--- src/rtl/seqmul_pkg.sv ---
package seqmul_pkg;
  typedef enum logic [1:0] {
    ST_IDLE = 2'd0,
    ST_RUN  = 2'd1,
    ST_FIN  = 2'd2
  } seq_state_e;
endpackage

--- src/rtl/seqmul_mag.sv ---
module seqmul_mag #(
  parameter int W = 32
) (
  input  logic [W-1:0] val_i,
  input  logic         sgn_i,
  output logic [W-1:0] mag_o,
  output logic         neg_o
);
  localparam logic [W-1:0] MOST_NEG = {1'b1, {(W-1){1'b0}}};

  always_comb begin
    neg_o = sgn_i & val_i[W-1];
    mag_o = neg_o ? (~val_i + 1'b1) : val_i;
  end

  // a signed magnitude never exceeds 2^(W-1)
  always_comb begin
    if (sgn_i) begin
      a_r6_mag_range: assert (mag_o <= MOST_NEG);
    end
  end
endmodule

--- src/rtl/seqmul_ctrl.sv ---
module seqmul_ctrl
  import seqmul_pkg::*;
#(
  parameter int W = 32
) (
  input  logic clk,
  input  logic rst_n,
  input  logic start_i,
  output logic load_o,
  output logic step_o,
  output logic fin_o,
  output logic busy_o,
  output logic done_o
);
  localparam int CW = (W > 1) ? $clog2(W) : 1;
  localparam logic [CW-1:0] LAST = CW'(W - 1);

  seq_state_e    state_q, state_d;
  logic [CW-1:0] cnt_q, cnt_d;
  logic          done_q, done_d;

  always_comb begin
    state_d = state_q;
    cnt_d   = cnt_q;
    load_o  = 1'b0;
    step_o  = 1'b0;
    fin_o   = 1'b0;
    done_d  = 1'b0;
    unique case (state_q)
      ST_IDLE: begin
        if (start_i) begin
          load_o  = 1'b1;
          cnt_d   = '0;
          state_d = ST_RUN;
        end
      end
      ST_RUN: begin
        step_o = 1'b1;
        if (cnt_q == LAST) begin
          state_d = ST_FIN;
        end else begin
          cnt_d = cnt_q + 1'b1;
        end
      end
      ST_FIN: begin
        fin_o   = 1'b1;
        done_d  = 1'b1;
        state_d = ST_IDLE;
      end
      default: state_d = ST_IDLE;
    endcase
  end

  always_ff @(posedge clk or negedge rst_n) begin
    if (!rst_n) begin
      state_q <= ST_IDLE;
      cnt_q   <= '0;
      done_q  <= 1'b0;
    end else begin
      state_q <= state_d;
      cnt_q   <= cnt_d;
      done_q  <= done_d;
    end
  end

  assign busy_o = (state_q != ST_IDLE);
  assign done_o = done_q;

  // once iterating, the block stays busy in the following cycle
  a_r3_busy_held: assert property (@(posedge clk) disable iff (!rst_n)
    (state_q == ST_RUN) |=> busy_o);

  // the completion pulse lasts a single cycle
  a_r4_done_single: assert property (@(posedge clk) disable iff (!rst_n)
    done_o |=> !done_o);

  // a request while busy never restarts the loop
  a_r2_no_restart: assert property (@(posedge clk) disable iff (!rst_n)
    (busy_o && start_i) |=> !(state_q == ST_RUN && cnt_q == '0));
endmodule

--- src/rtl/seqmul_datapath.sv ---
module seqmul_datapath #(
  parameter int W = 32
) (
  input  logic         clk,
  input  logic         rst_n,
  input  logic         load_i,
  input  logic         step_i,
  input  logic [W-1:0] mcand_i,
  input  logic [W-1:0] mplier_i,
  output logic [W-1:0] ac_o,
  output logic [W-1:0] mq_o
);
  localparam int SW = W + 1;

  logic [W-1:0]    a_q, a_d;
  logic [W-1:0]    ac_q, ac_d;
  logic [W-1:0]    mq_q, mq_d;
  logic [SW-1:0]   sum;
  logic [2*W:0]    shifted;
  logic            en;

  always_comb begin
    sum     = {1'b0, ac_q} + (mq_q[0] ? {1'b0, a_q} : '0);
    shifted = {sum, mq_q} >> 1;
    a_d     = a_q;
    ac_d    = ac_q;
    mq_d    = mq_q;
    if (load_i) begin
      a_d  = mcand_i;
      ac_d = '0;
      mq_d = mplier_i;
    end else if (step_i) begin
      ac_d = shifted[2*W-1:W];
      mq_d = shifted[W-1:0];
    end
  end

  assign en = load_i | step_i;

  always_ff @(posedge clk or negedge rst_n) begin
    if (!rst_n) begin
      a_q  <= '0;
      ac_q <= '0;
      mq_q <= '0;
    end else if (en) begin
      a_q  <= a_d;
      ac_q <= ac_d;
      mq_q <= mq_d;
    end
  end

  assign ac_o = ac_q;
  assign mq_o = mq_q;

  // a step with a clear multiplier bit is a pure right shift with a zero entering AC
  a_r5_noadd_shift: assert property (@(posedge clk) disable iff (!rst_n)
    (step_i && !load_i && !mq_q[0]) |=> (ac_q[W-1] == 1'b0));

  // the multiplicand register only changes on a load
  a_r9_mcand_hold: assert property (@(posedge clk) disable iff (!rst_n)
    !load_i |=> $stable(a_q));
endmodule

--- src/rtl/seqmul.sv ---
module seqmul #(
  parameter int W = 32
) (
  input  logic           clk,
  input  logic           rst_n,
  input  logic           start_i,
  input  logic           signed_i,
  input  logic [W-1:0]   op_a_i,
  input  logic [W-1:0]   op_b_i,
  output logic           busy_o,
  output logic           done_o,
  output logic [2*W-1:0] product_o
);
  localparam int PW = 2 * W;

  logic           load, step, fin;
  logic [W-1:0]   mag_a, mag_b;
  logic           neg_a, neg_b;
  logic [W-1:0]   ac, mq;
  logic           flip_q, flip_d;
  logic [PW-1:0]  prod_q, prod_d;
  logic [PW-1:0]  raw;

  seqmul_ctrl #(.W(W)) i_ctrl (
    .clk     (clk),
    .rst_n   (rst_n),
    .start_i (start_i),
    .load_o  (load),
    .step_o  (step),
    .fin_o   (fin),
    .busy_o  (busy_o),
    .done_o  (done_o)
  );

  seqmul_mag #(.W(W)) i_mag_a (
    .val_i (op_a_i),
    .sgn_i (signed_i),
    .mag_o (mag_a),
    .neg_o (neg_a)
  );

  seqmul_mag #(.W(W)) i_mag_b (
    .val_i (op_b_i),
    .sgn_i (signed_i),
    .mag_o (mag_b),
    .neg_o (neg_b)
  );

  seqmul_datapath #(.W(W)) i_dp (
    .clk      (clk),
    .rst_n    (rst_n),
    .load_i   (load),
    .step_i   (step),
    .mcand_i  (mag_a),
    .mplier_i (mag_b),
    .ac_o     (ac),
    .mq_o     (mq)
  );

  always_comb begin
    raw    = {ac, mq};
    flip_d = load ? (neg_a ^ neg_b) : flip_q;
    prod_d = flip_q ? (~raw + 1'b1) : raw;
  end

  always_ff @(posedge clk or negedge rst_n) begin
    if (!rst_n) begin
      flip_q <= 1'b0;
    end else if (load) begin
      flip_q <= flip_d;
    end
  end

  always_ff @(posedge clk or negedge rst_n) begin
    if (!rst_n) begin
      prod_q <= '0;
    end else if (fin) begin
      prod_q <= prod_d;
    end
  end

  assign product_o = prod_q;

  // the visible product only moves together with the completion pulse
  a_r7_product_hold: assert property (@(posedge clk) disable iff (!rst_n)
    (product_o != $past(product_o)) |-> done_o);

  // completion is reported only right after a busy cycle
  a_r4_done_after_busy: assert property (@(posedge clk) disable iff (!rst_n)
    done_o |-> ($past(busy_o) && !busy_o));
endmodule

--- config.mk ---
export PLATFORM = sky130hd
export DESIGN_NAME = seqmul
export DESIGN_NICKNAME = d
export VERILOG_FILES = /design/src/rtl/seqmul_pkg.sv /design/src/rtl/seqmul_mag.sv /design/src/rtl/seqmul_ctrl.sv /design/src/rtl/seqmul_datapath.sv /design/src/rtl/seqmul.sv
export SDC_FILE = /design/constraint.sdc
export NUM_CORES = 1
export LEC_CHECK = 0
export ABC_AREA = 1
export BUFFER_PORTS_ARGS = -buffer_cell sky130_fd_sc_hd__buf_2
export CORE_MARGIN = 4
export CORE_UTILIZATION = 55
export DETAILED_ROUTE_END_ITERATION = 10
export GPL_ROUTABILITY_DRIVEN = 0
export GPL_TIMING_DRIVEN = 1
export PLACE_DENSITY = 0.78
export REMOVE_ABC_BUFFERS = 1
export SKIP_LAST_GASP = 1
export SLEW_MARGIN = 30
export SYNTH_ARGS = -nofsm -noshare
export SYNTH_HDL_FRONTEND = slang
export SYNTH_SLANG_ARGS = --single-unit
--- constraint.sdc ---
create_clock -name clk -period 2 [get_ports clk]
set_input_delay 0.2 -clock clk [delete_from_list [all_inputs] [get_ports clk]]
set_output_delay 0.2 -clock clk [all_outputs]
set_load 0.1 [all_outputs]
After elaboration in Yosys (flattened, before gate mapping) --
Index checks and enable logic that the tools add are counted.
Operators by class: add/sub/neg operators 5, eq/ne operators 6, multiplexer cells 18, bitwise gates (word level) 7, reductions and logical operators 8
Operator list (number):
- two-way mux 32 bit | 7
- adder 32 x 1 -> 32 bit, second input constant | 2
- adder 64 x 1 -> 64 bit, second input constant | 1
- two-way mux 64 bit | 1
- NOT 32 bit | 2
- NOT 64 bit | 1
- adder 32 x 33 -> 33 bit | 1
- two-way mux 5 bit | 2
- case mux 5 bit (2 select lines) | 1
- AND reduction 2 bit | 3
- nonzero test 2 bit | 3
- adder 5 x 1 -> 5 bit, second input constant | 1
- == test 5 bit, second input constant | 1
- two-way mux 1 bit | 4
- two-way mux 2 bit | 2
- != test 2 bit, second input constant | 2
- case mux 2 bit (2 select lines) | 1
- AND reduction 3 bit | 1
- bitwise AND 1 bit | 2
- == test 2 x 1 -> 1 bit, second input constant | 1
- == test 2 bit, second input constant | 1
- logical NOT 2 bit | 1
- != test 2 x 1 -> 1 bit, second input constant | 1
- OR 1 bit | 1
- XOR 1 bit | 1
Storage, ports and cells: flip-flop bits (word level) 169, bits of input ports 68, logic and storage cells 52

Longest topological paths before layout --
Gate-level depths: netlist of the first run.
depth after elaboration 4, depth in mapped cells 18

Modules after synthesis --
A second synthesis of the first run with hierarchy kept.
Second synthesis, totals: cell total of the unflattened synthesis 2186, area total of the unflattened synthesis 13641.8 sq um
By module, submodules not included:
- seqmul_datapath | times used 1, cells each 968, area an instance 6397.4 sq um, seq. area each 2402.3 sq um
- seqmul | times used 1, cells each 719, area an instance 4685.7 sq um, seq. area each 1626.6 sq um
- seqmul_mag | times used 2, cells each 227, area an instance 1079.8 sq um, seq. area each 0.0 sq um
- seqmul_ctrl | times used 1, cells each 45, area an instance 399.1 sq um, seq. area each 200.2 sq um

Worst setup path after synthesis of the first run --
Ideal clock, no wire load.
kind register -> register, from register i_dp.mq_q[0], in the netlist i_dp.mq_o[0], to register i_dp.ac_q[15], in the netlist i_dp.ac_o[15], setup time 126 ps, data arrival time 1897 ps, slack -23 ps, stages on the path, launching flop included 17, cells stage by stage dfrtp_1 buf_6 nand2_1 inv_1 ha_1 inv_1 fa_1 inv_1 nand3_1 nand3_1 nand2_1 nand2_1 inv_1 o21ai_0 nand2_1 nand2_1 o21ai_0
Between the ends: longest elaborated chain between the ends 4
Ends and longest elaborated chain:
- start: declaration | line seqmul_datapath.sv:17 | logic [W-1:0] mq_q, mq_d;
- start signal: assignment | line seqmul_datapath.sv:48 | mq_q <= mq_d;
- two-way mux 32 bit | line seqmul_datapath.sv:23 | sum = {1'b0, ac_q} + (mq_q[0] ? {1'b0, a_q} : '0);
- adder 32 x 33 -> 33 bit | line seqmul_datapath.sv:23
- two-way mux 32 bit | line seqmul_datapath.sv:32 | end else if (step_i) begin
- two-way mux 32 bit | line seqmul_datapath.sv:28 | if (load_i) begin
- end signal: assignment | line seqmul_datapath.sv:43 | ac_q <= '0;
- end signal: assignment | line seqmul_datapath.sv:47 | ac_q <= ac_d;
- end: declaration | line seqmul_datapath.sv:16 | logic [W-1:0] ac_q, ac_d;
No other way between the ends. The select of a mux whose other input is x is not followed. A chain may end at the register's enable or synchronous reset.

Worst setup path after layout of the first run --
from register i_dp.mq_q[0], in the netlist i_dp.mq_o[0], to register i_dp.ac_q[13], in the netlist i_dp.ac_o[13]
The elaborated chain is that of the path after synthesis.

==> impl_summary.log, run 1 <==
[metrics] worst hold-check path type: in -> reg
[metrics] total power per unit cell area: ~1900 mW/mm²
[metrics] cell area after synthesis: roughly 0.013 mm²
[metrics] max capacitance violation total: 0
[metrics] slack of the worst reg-to-reg path: -0.44 ns
[metrics] clock tree from TritonCTS: yes
[metrics] post-synthesis mux area share: 0%
[metrics] Reg clk slew, reported paths: 0.07 ns
[metrics] total core area: ~0.024 mm²
[metrics] buffer levels on the longest clock path: 2
[metrics] Worst Clk Skew: around 0.015 ns
[metrics] leak pwr: between 8 and 9 nW
[metrics] post-route minimum period: about 2.4 ns
[metrics] synthesis-to-layout area growth: 25.66%
[metrics] Post-Place Worst Slack: -0.2558 ns
[metrics] post-synthesis cell count: approximately 2.1k
[metrics] Critical Path Start Type: flip-flop
[metrics] routed wire length: 45840 µm
[metrics] number of global-route vias before repair: ~14k
[metrics] source of the worst hold timing path: op_a_i[31]
[metrics] FFs w/ async S/R, synth: 100.0%
[metrics] die boundary width: roughly 160 µm
[metrics] main combinational cell family by area after synthesis: simple AND/OR/NAND/NOR gates
[metrics] final layout net count: about 2.4k
[metrics] average cell area after synthesis: approximately 6.4 µm²
[metrics] effective utilization at floorplan: 56.10%
[metrics] maximum fanout along the worst path: 15
[metrics] leading cell types in the layout, fill and taps excluded: sky130_fd_sc_hd__nand2_1, sky130_fd_sc_hd__inv_1, sky130_fd_sc_hd__nor2_1
[metrics] Reg2Reg Depth: 13
[metrics] CTS root buffer: sky130_fd_sc_hd__clkbuf_16
[metrics] total congestion overflow: 0
[metrics] share of Yosys cell area claimed by the top area cell type: 31.93%
[metrics] Initial DRT Pass Iterations: 7
[metrics] DRC: 0
[metrics] TritonCTS Buffers: 17
[metrics] Worst setup EP type: flip-flop
[metrics] post-placement cell count: around 2.6k
[metrics] maximum number of pins on one net before global-route repair: 83
[metrics] die height: 163.2 µm
[metrics] most common cell after layout, fill and taps aside: sky130_fd_sc_hd__nand2_1
[metrics] number of warnings printed during yosys synthesis: 0
[metrics] number of cell rows: 56
[metrics] setup ws final: -0.4402 ns
[metrics] antenna violations before repair: 0
[metrics] critical path data required time: approximately 2.3 ns
[metrics] synthesized-area fraction occupied by ao, oa, aoi and oai cells: 10.45%
[metrics] count of flip-flops with a built-in enable after synthesis: 0
[metrics] Post-Synth Adder-Cell Area: around 3.6%
[metrics] IO Port Bufs: approximately 130
[metrics] worst reg2reg endpoint: i_dp.ac_o[13]
[metrics] worst slew pin tran: ~0.56 ns
[metrics] violated checks: negative setup slack
[metrics] sink of the worst hold path: i_dp.a_q[31]
[metrics] global-route wire length before repair: just over 70000 µm
[metrics] die area: approximately 0.027 mm²
[metrics] half-perimeter wire length after detailed placement: around 32000 µm
[metrics] post-synthesis share of cell area spent on xor and xnor gates: between 3 and 4%
[metrics] most common flop cell mapped by yosys: sky130_fd_sc_hd__dfrtp_1
[metrics] total inserted antenna cells: 0
[metrics] setup repair after global routing missed its margin: yes
[metrics] simple logic cell fraction of the synthesized area: around two fifths
[metrics] number of H-tree levels: 4
[metrics] share of final-layout standard cells stronger than drive strength 1: 23.61%
[metrics] Final Non-Filler Cells: about 2.6k
[metrics] clock insertion delay at the later pin of the skew report: roughly 0.45 ns
[metrics] via count: 15.33k
[metrics] WL per Instance: roughly 17 µm
[metrics] Critical R2R Launch: i_dp.mq_o[0]
[metrics] number of hold violations in the final report: 0
[metrics] Detail Route Antenna Nets: 0
[metrics] Rel. slew slack: between 60% and 70%
[metrics] ranking of synthesized cells by area: sky130_fd_sc_hd__dfrtp_1, sky130_fd_sc_hd__nand2_1, sky130_fd_sc_hd__inv_1
[metrics] number of violations reported at the end of detailed-routing iteration 0: roughly 2.3k
[metrics] number of fillers in the final layout: between 1.5k and 2k
[metrics] hold path cells: 3
[metrics] Distinct cells, synth: 53
[metrics] critical path arrival: 2.75 ns
[metrics] vias per inst: a little under 6
[metrics] Fmax achieved: between 400 and 500 MHz
[metrics] count of state elements after synthesis: roughly 170
[metrics] final number of max-transition violations: 0
[metrics] global-route usage over all layers: about a third
[metrics] status: finished, violations left
[metrics] # setup viols final: 27
[metrics] VDD IR-drop max: roughly 1100 µV
[metrics] number of top-level design ports: about 130
[metrics] type of the worst setup path: reg -> reg
[metrics] sink count of the clock tree: roughly 170
[metrics] Yosys top cell by area: sky130_fd_sc_hd__dfrtp_1
[metrics] Seq/Total Area, Yosys: roughly a third
[metrics] final period utilization: 122.0%
[metrics] Total Neg Setup Slack: -3.848 ns
flip-flops by register name, summed over array words and instances, names as in the netlist:
signal          cells
product_o          64
i_dp.a_q           32
i_dp.ac_o          32
i_dp.mq_o          32
i_ctrl.cnt_q        5
i_ctrl.state_q      2
flip_q              1
i_ctrl.done_o       1
how the worst max path moves through the flow:
stage / cells after the start / start / to / slack (ns)
floorplan: 6 / flip_q / product_o[12] / -0.90
global placement: 13 / i_dp.mq_o[0] / i_dp.ac_o[15] / -0.17
detailed placement: 13 / i_dp.mq_o[0] / i_dp.ac_o[15] / -0.26
CTS: 17 / i_dp.mq_o[0] / i_dp.ac_o[25] / -0.09
global route: 13 / i_dp.mq_o[0] / i_dp.ac_o[13] / -0.46
finish: 13 / i_dp.mq_o[0] / i_dp.ac_o[13] / -0.44
critical path, cell delays in order (launching register included):
cell and delay [ns]:
sky130_fd_sc_hd__dfrtp_2 0.47, sky130_fd_sc_hd__buf_12 0.17, sky130_fd_sc_hd__nand2_2 0.06, sky130_fd_sc_hd__inv_2 0.04
sky130_fd_sc_hd__ha_4 0.26, sky130_fd_sc_hd__nand2_1 0.09, sky130_fd_sc_hd__nand2_2 0.08, sky130_fd_sc_hd__inv_1 0.09
sky130_fd_sc_hd__nand2_1 0.08, sky130_fd_sc_hd__a21oi_1 0.31, sky130_fd_sc_hd__nand2_4 0.16, sky130_fd_sc_hd__buf_4 0.16
sky130_fd_sc_hd__o21ai_0 0.20, sky130_fd_sc_hd__o21ai_1 0.13
cell families after synthesis:
family / Yosys count
flip-flops: 169
buffers and inverters: 326
AO/OA/AOI/OAI: 243
AND/OR/NAND/NOR: 1254
XOR/XNOR: 52
adder cells (fa/ha/maj): 38
metal layers:
| layer | track usage (%) | vias to the layer above | wire, µm |
|---|---|---|---|
| met5 | 0 | - | 0 |
| li1 | - | 7046 | - |
| met3 | 7.141 | 258 | 5589 |
| met2 | 51.08 | 1077 | 19730 |
| met1 | 46.40 | 6947 | 18270 |
| met4 | 13.27 | 0 | 2246 |
cell type report:
class	count	area (µm²)	share of cell area (%)
Clock buffer	19	452.9	2.721
Sequential cell	169	4233	25.43
Clock inverter	13	146.4	0.8794
Inverter	270	1021	6.133
Timing Repair Buffer	263	1783	10.71
Tap cell	319	399.1	2.398
Multi-Input combinational cell	1587	8611	51.73
cells in the mapped netlist, types with 6 or more instances:
library cell and instances:
sky130_fd_sc_hd__nand2_1 752, sky130_fd_sc_hd__inv_1 259, sky130_fd_sc_hd__nor2_1 211, sky130_fd_sc_hd__dfrtp_1 169
sky130_fd_sc_hd__nand3_1 162, sky130_fd_sc_hd__o21ai_0 127, sky130_fd_sc_hd__xor2_1 45, sky130_fd_sc_hd__a21oi_1 44
sky130_fd_sc_hd__ha_1 37, sky130_fd_sc_hd__nand4_1 30, sky130_fd_sc_hd__clkbuf_1 27, sky130_fd_sc_hd__o21ai_1 23
sky130_fd_sc_hd__buf_2 20, sky130_fd_sc_hd__nand2_2 16, sky130_fd_sc_hd__nor3_1 15, sky130_fd_sc_hd__nor2_2 14
sky130_fd_sc_hd__nor2_4 13, sky130_fd_sc_hd__nand3b_1 11, sky130_fd_sc_hd__a22oi_1 10, sky130_fd_sc_hd__inv_2 9
sky130_fd_sc_hd__a31oi_1 8, sky130_fd_sc_hd__xnor2_1 7, sky130_fd_sc_hd__nand3_2 6
repair_timing:
item | in CTS | in global routing
setup endpoints to repair | 27 | 45
hold endpoints to repair | 44 | 0
pin swaps | 46 | 32
hold buffers | 1 | 0
gates resized for setup | 155 | 69
buffers inserted | 11 | 10
cloned | 1 | 0
through the flow:
stage / area, µm² / power (mW) / util, % / hold WS [ns]
final: 16650 / 31.38 / 70.50 / 0.007392
after global routing: 16650 / 33.11 / 70.50 / 0.04508
after CTS: 16420 / 29.52 / 69.52 / 0.01159
after detailed placement: 14970 / 23.73 / 63.40 / 0.1791
after global placement: 14970 / 23.30 / 63.40 / 0.1863
after floorplan: 12970 / 17.88 / - / -0.09559
power by group:
group | internal [mW] | total [mW] | switching, mW
Clock | 1.85 | 3.45 | 1.61
Combinational | 7.31 | 21.5 | 14.2
Sequential | 4.93 | 6.46 | 1.53
Total | 14.1 | 31.4 | 17.3
Note: power is estimated with default switching activity, not from simulation.
==> run 2, diff against run 1 <==
CORE_UTILIZATION = 38   (was 55)
PLACE_DENSITY = unset   (was 0.78)
REMOVE_ABC_BUFFERS = unset   (was 1)
==> run 2 against run 1 <==
  * The flow still finishes with violations (negative setup slack)
  * Combinational power increased by 3%
  * Clock power fell by 6%
  * Clock skew rose by 0.0065 ns
  * Register-to-register slack improved by 0.16 ns
  * Cell area is 3.4% higher
  * Sequential share of layout area is 0.85 points lower
  * Total power grew 1.7%
  * Via count down 6.6%
  * Global-route usage decreased by 10 points
  * Critical path type unchanged
  * Critical endpoint is now i_dp.ac_o[25]
  * Largest cell class unchanged
  * Largest power group unchanged
==> impl_summary.log, run 2 (synthesized netlist as in run 1, its figures left out) <==
[metrics] Initial DRT Pass Iterations: 5 (-2)
[metrics] vias per inst: 5.147 (-11%)
[metrics] buffers plus inverters on the worst setup path: 3 (-1)
[metrics] total congestion overflow: 0 (unchanged)
[metrics] number of cell rows: 68 (+21%)
[metrics] violated checks: negative setup slack
[metrics] total inserted antenna cells: 0 (unchanged)
[metrics] number of violations reported at the end of detailed-routing iteration 0: 1363 (-40%)
[metrics] routed wire length: 46610 µm (+1.7%)
[metrics] setup ws final: -0.2758 ns (+0.1644 ns)
[metrics] TritonCTS Buffers: 17 (unchanged)
[metrics] worst hold-check path type: in -> reg
[metrics] Worst Clk Skew: 0.02159 ns (+0.006488 ns)
[metrics] clock tree from TritonCTS: yes
[metrics] via count: 14.31k (-6.6%)
[metrics] Total Neg Setup Slack: -5.466 ns (-1.617 ns)
[metrics] effective utilization at floorplan: 38.44% (-18 points)
[metrics] total core area: 0.03446 mm² (+46%)
[metrics] most common cell after layout, fill and taps aside: sky130_fd_sc_hd__nand2_1
[metrics] number of global-route vias before repair: 13.47k (-3.5%)
[metrics] maximum number of pins on one net before global-route repair: 83 (unchanged)
[metrics] Rel. slew slack: 63.91% (+1.2 points)
[metrics] part of the power in combinational logic: 69.2% (+0.8 points)
[metrics] DRC: 0 (unchanged)
[metrics] cell-by-cell listing of the critical path: clkbuf_16 > nand2_1 > inv_2 > ha_4 > nand2_1 > nor2_1 > buf_4 > nand2_1 > nor2_2 > nand2_4 > nand3_2 > nand2_2 > nand3_2 > nand2_1
[metrics] buffer levels on the longest clock path: 2 (unchanged)
[metrics] flip-flop count of the largest register after layout: 64 (unchanged)
[metrics] number of H-tree levels: 4 (unchanged)
[metrics] Critical Path Start Type: flip-flop
[metrics] final worst hold slack: 0.03129 ns (+0.02390 ns)
[metrics] Detail Route Antenna Nets: 0 (unchanged)
[metrics] total power per unit cell area: 1853 mW/mm² (-1.7%)
[metrics] final number of max-transition violations: 0 (unchanged)
[metrics] maximum fanout along the worst path: 7 (-8)
[metrics] sink count of the clock tree: 169 (unchanged)
[metrics] clock insertion delay at the later pin of the skew report: 0.46 ns (about the same)
[metrics] VDD IR-drop max: 1283 µV (+17%)
[metrics] die area: 0.03791 mm² (+42%)
[metrics] post-route minimum period: 2.276 ns (-0.1644 ns)
[metrics] Switching Fraction: 54.84% (-0.27 points)
[metrics] number of hold violations in the final report: 0 (unchanged)
[metrics] antenna violations before repair: 0 (unchanged)
[metrics] die height: 194.7 µm (+19%)
[metrics] IO Port Bufs: 133 (unchanged)
[metrics] maximum single-stage delay on the critical path: 0.52 ns (+0.05 ns)
[metrics] die boundary width: 194.7 µm (+19%)
[metrics] half-perimeter wire length after detailed placement: 35000 µm (+9.8%)
[metrics] Worst setup EP type: flip-flop
[metrics] type of the worst setup path: reg -> reg
[metrics] number of top-level design ports: 134 (unchanged)
[metrics] global-route wire length before repair: 71720 µm (+0.37%)
[metrics] clock power share: 10.2% (-0.8 points)
[metrics] setup repair after global routing missed its margin: yes
[metrics] final layout net count: 2419 (+0.21%)
[metrics] # setup viols final: 51 (+89%)
[metrics] share of final-layout standard cells stronger than drive strength 1: 27.13% (+3.5 points)
[metrics] critical path arrival: 2.62 ns (-0.13 ns)
[metrics] max capacitance violation total: 0 (unchanged)
[metrics] cell at the slowest stage of the critical path: sky130_fd_sc_hd__dfrtp_2
[metrics] final period utilization: 113.8% (-8.2 points)
[metrics] Worst path top cell family by delay: simple AND/OR/NAND/NOR gates
[metrics] global-route usage over all layers: 23.36% (-10 points)
[metrics] status: finished, violations left
[metrics] internal portion of total power: 14.41 mW (+2.3%)
[metrics] utilization after layout: 49.96% (-21 points)
[metrics] synthesis-to-layout area growth: 29.97%
[metrics] leading cell types in the layout, fill and taps excluded: sky130_fd_sc_hd__nand2_1, sky130_fd_sc_hd__inv_1, sky130_fd_sc_hd__nor2_1
[metrics] leak pwr: 8.928 nW (+1.6%)
[metrics] sw power: 17.50 mW (+1.2%)
[metrics] most prevalent standard cell on the critical path: sky130_fd_sc_hd__nand2_1
[metrics] CTS root buffer: sky130_fd_sc_hd__clkbuf_16
[metrics] Fmax achieved: 439.4 MHz (+7.2%)
[metrics] Reg clk slew, reported paths: 0.08 ns (about the same)
[metrics] total power consumption of the routed design: 31.90 mW (+1.7%)
[metrics] worst slew pin tran: 0.5357 ns (-0.02358 ns)
[metrics] critical path data required time: 2.34 ns (+0.03 ns)
[metrics] WL per Instance: 16.76 µm (-3.5%)
[metrics] sequential cell fraction of total power: 20.5% (about the same)
[metrics] synthesized netlist net count: between 2k and 2.5k
run 2: worst reg2reg max path: stages (launching register included):
cell and delay (ns):
sky130_fd_sc_hd__dfrtp_2 0.52, sky130_fd_sc_hd__clkbuf_16 0.21, sky130_fd_sc_hd__nand2_1 0.08, sky130_fd_sc_hd__inv_2 0.06, sky130_fd_sc_hd__ha_4 0.29, sky130_fd_sc_hd__nand2_1 0.10
sky130_fd_sc_hd__nor2_1 0.19, sky130_fd_sc_hd__buf_4 0.15, sky130_fd_sc_hd__nand2_1 0.09, sky130_fd_sc_hd__nor2_2 0.18, sky130_fd_sc_hd__nand2_4 0.07, sky130_fd_sc_hd__nand3_2 0.06
sky130_fd_sc_hd__nand2_2 0.06, sky130_fd_sc_hd__nand3_2 0.06, sky130_fd_sc_hd__nand2_1 0.05
run 2: worst paths after layout:
path / startpoint / endpoint / slack (ns) / cells past startpoint
worst max-delay path: i_dp.mq_o[0] / i_dp.ac_o[25] / -0.28 / 14
worst min-delay path: op_a_i[16] / i_dp.a_q[16] / 0.03 / 3
worst max register to register: i_dp.mq_o[0] / i_dp.ac_o[25] / -0.28 / 14
worst min register to register: product_o[50] / product_o[50] / 0.48 / 2
max in group asynchronous: rst_n / flip_q / 0.98 / 3
min in group asynchronous: rst_n / product_o[43] / 0.27 / 2
run 2: power by group through the flow:
stage	clock (mW)	combinational [mW]	sequential [mW]
after CTS	3.31	19.3	6.43
final	3.26	22.1	6.55
after global placement	0	17.7	6.33
after floorplan	0	9.24	8.89
after detailed placement	0	17.9	6.36
after global routing	3.47	23.8	6.70
run 2: final cells by class:
class,count,area [µm²]
sequential,169,4232
fill,3446,17240
clock buffer,19,452.9
multi-input combinational,1587,8955
inverter,270,1027
tap,455,569.3
timing repair buffer,268,1872
clock inverter,13,108.9
run 2: metal layers:
metal	share of wire [%]	up-vias	global-route usage [%]
met5	0	-	0
met4	2.6	0	6.953
met3	6.7	82	3.120
met2	43	520	35.00
met1	48	6636	35.10
li1	-	7075	-
run 2: what timing repair did:
item,in CTS,in global routing
gates cloned,1,2
hold buffers,2,0
resized for setup,105,235
endpoints found under the hold margin,45,0
buffers inserted,5,13
endpoints found under the setup margin,31,65
pin swaps,13,54
run 2: per-stage QoR:
stage / instance area [µm²] / std cells / setup WS, ns
2_1_floorplan: 13270 / 2082 / 0.02300
3_3_place_gp: 15200 / 2729 / -0.1896
3_5_place_dp: 15200 / 2729 / -0.2455
4_1_cts: 16360 / 2767 / -0.1923
5_1_grt: 17220 / 2781 / -0.3311
6_report: 17220 / 2781 / -0.2758
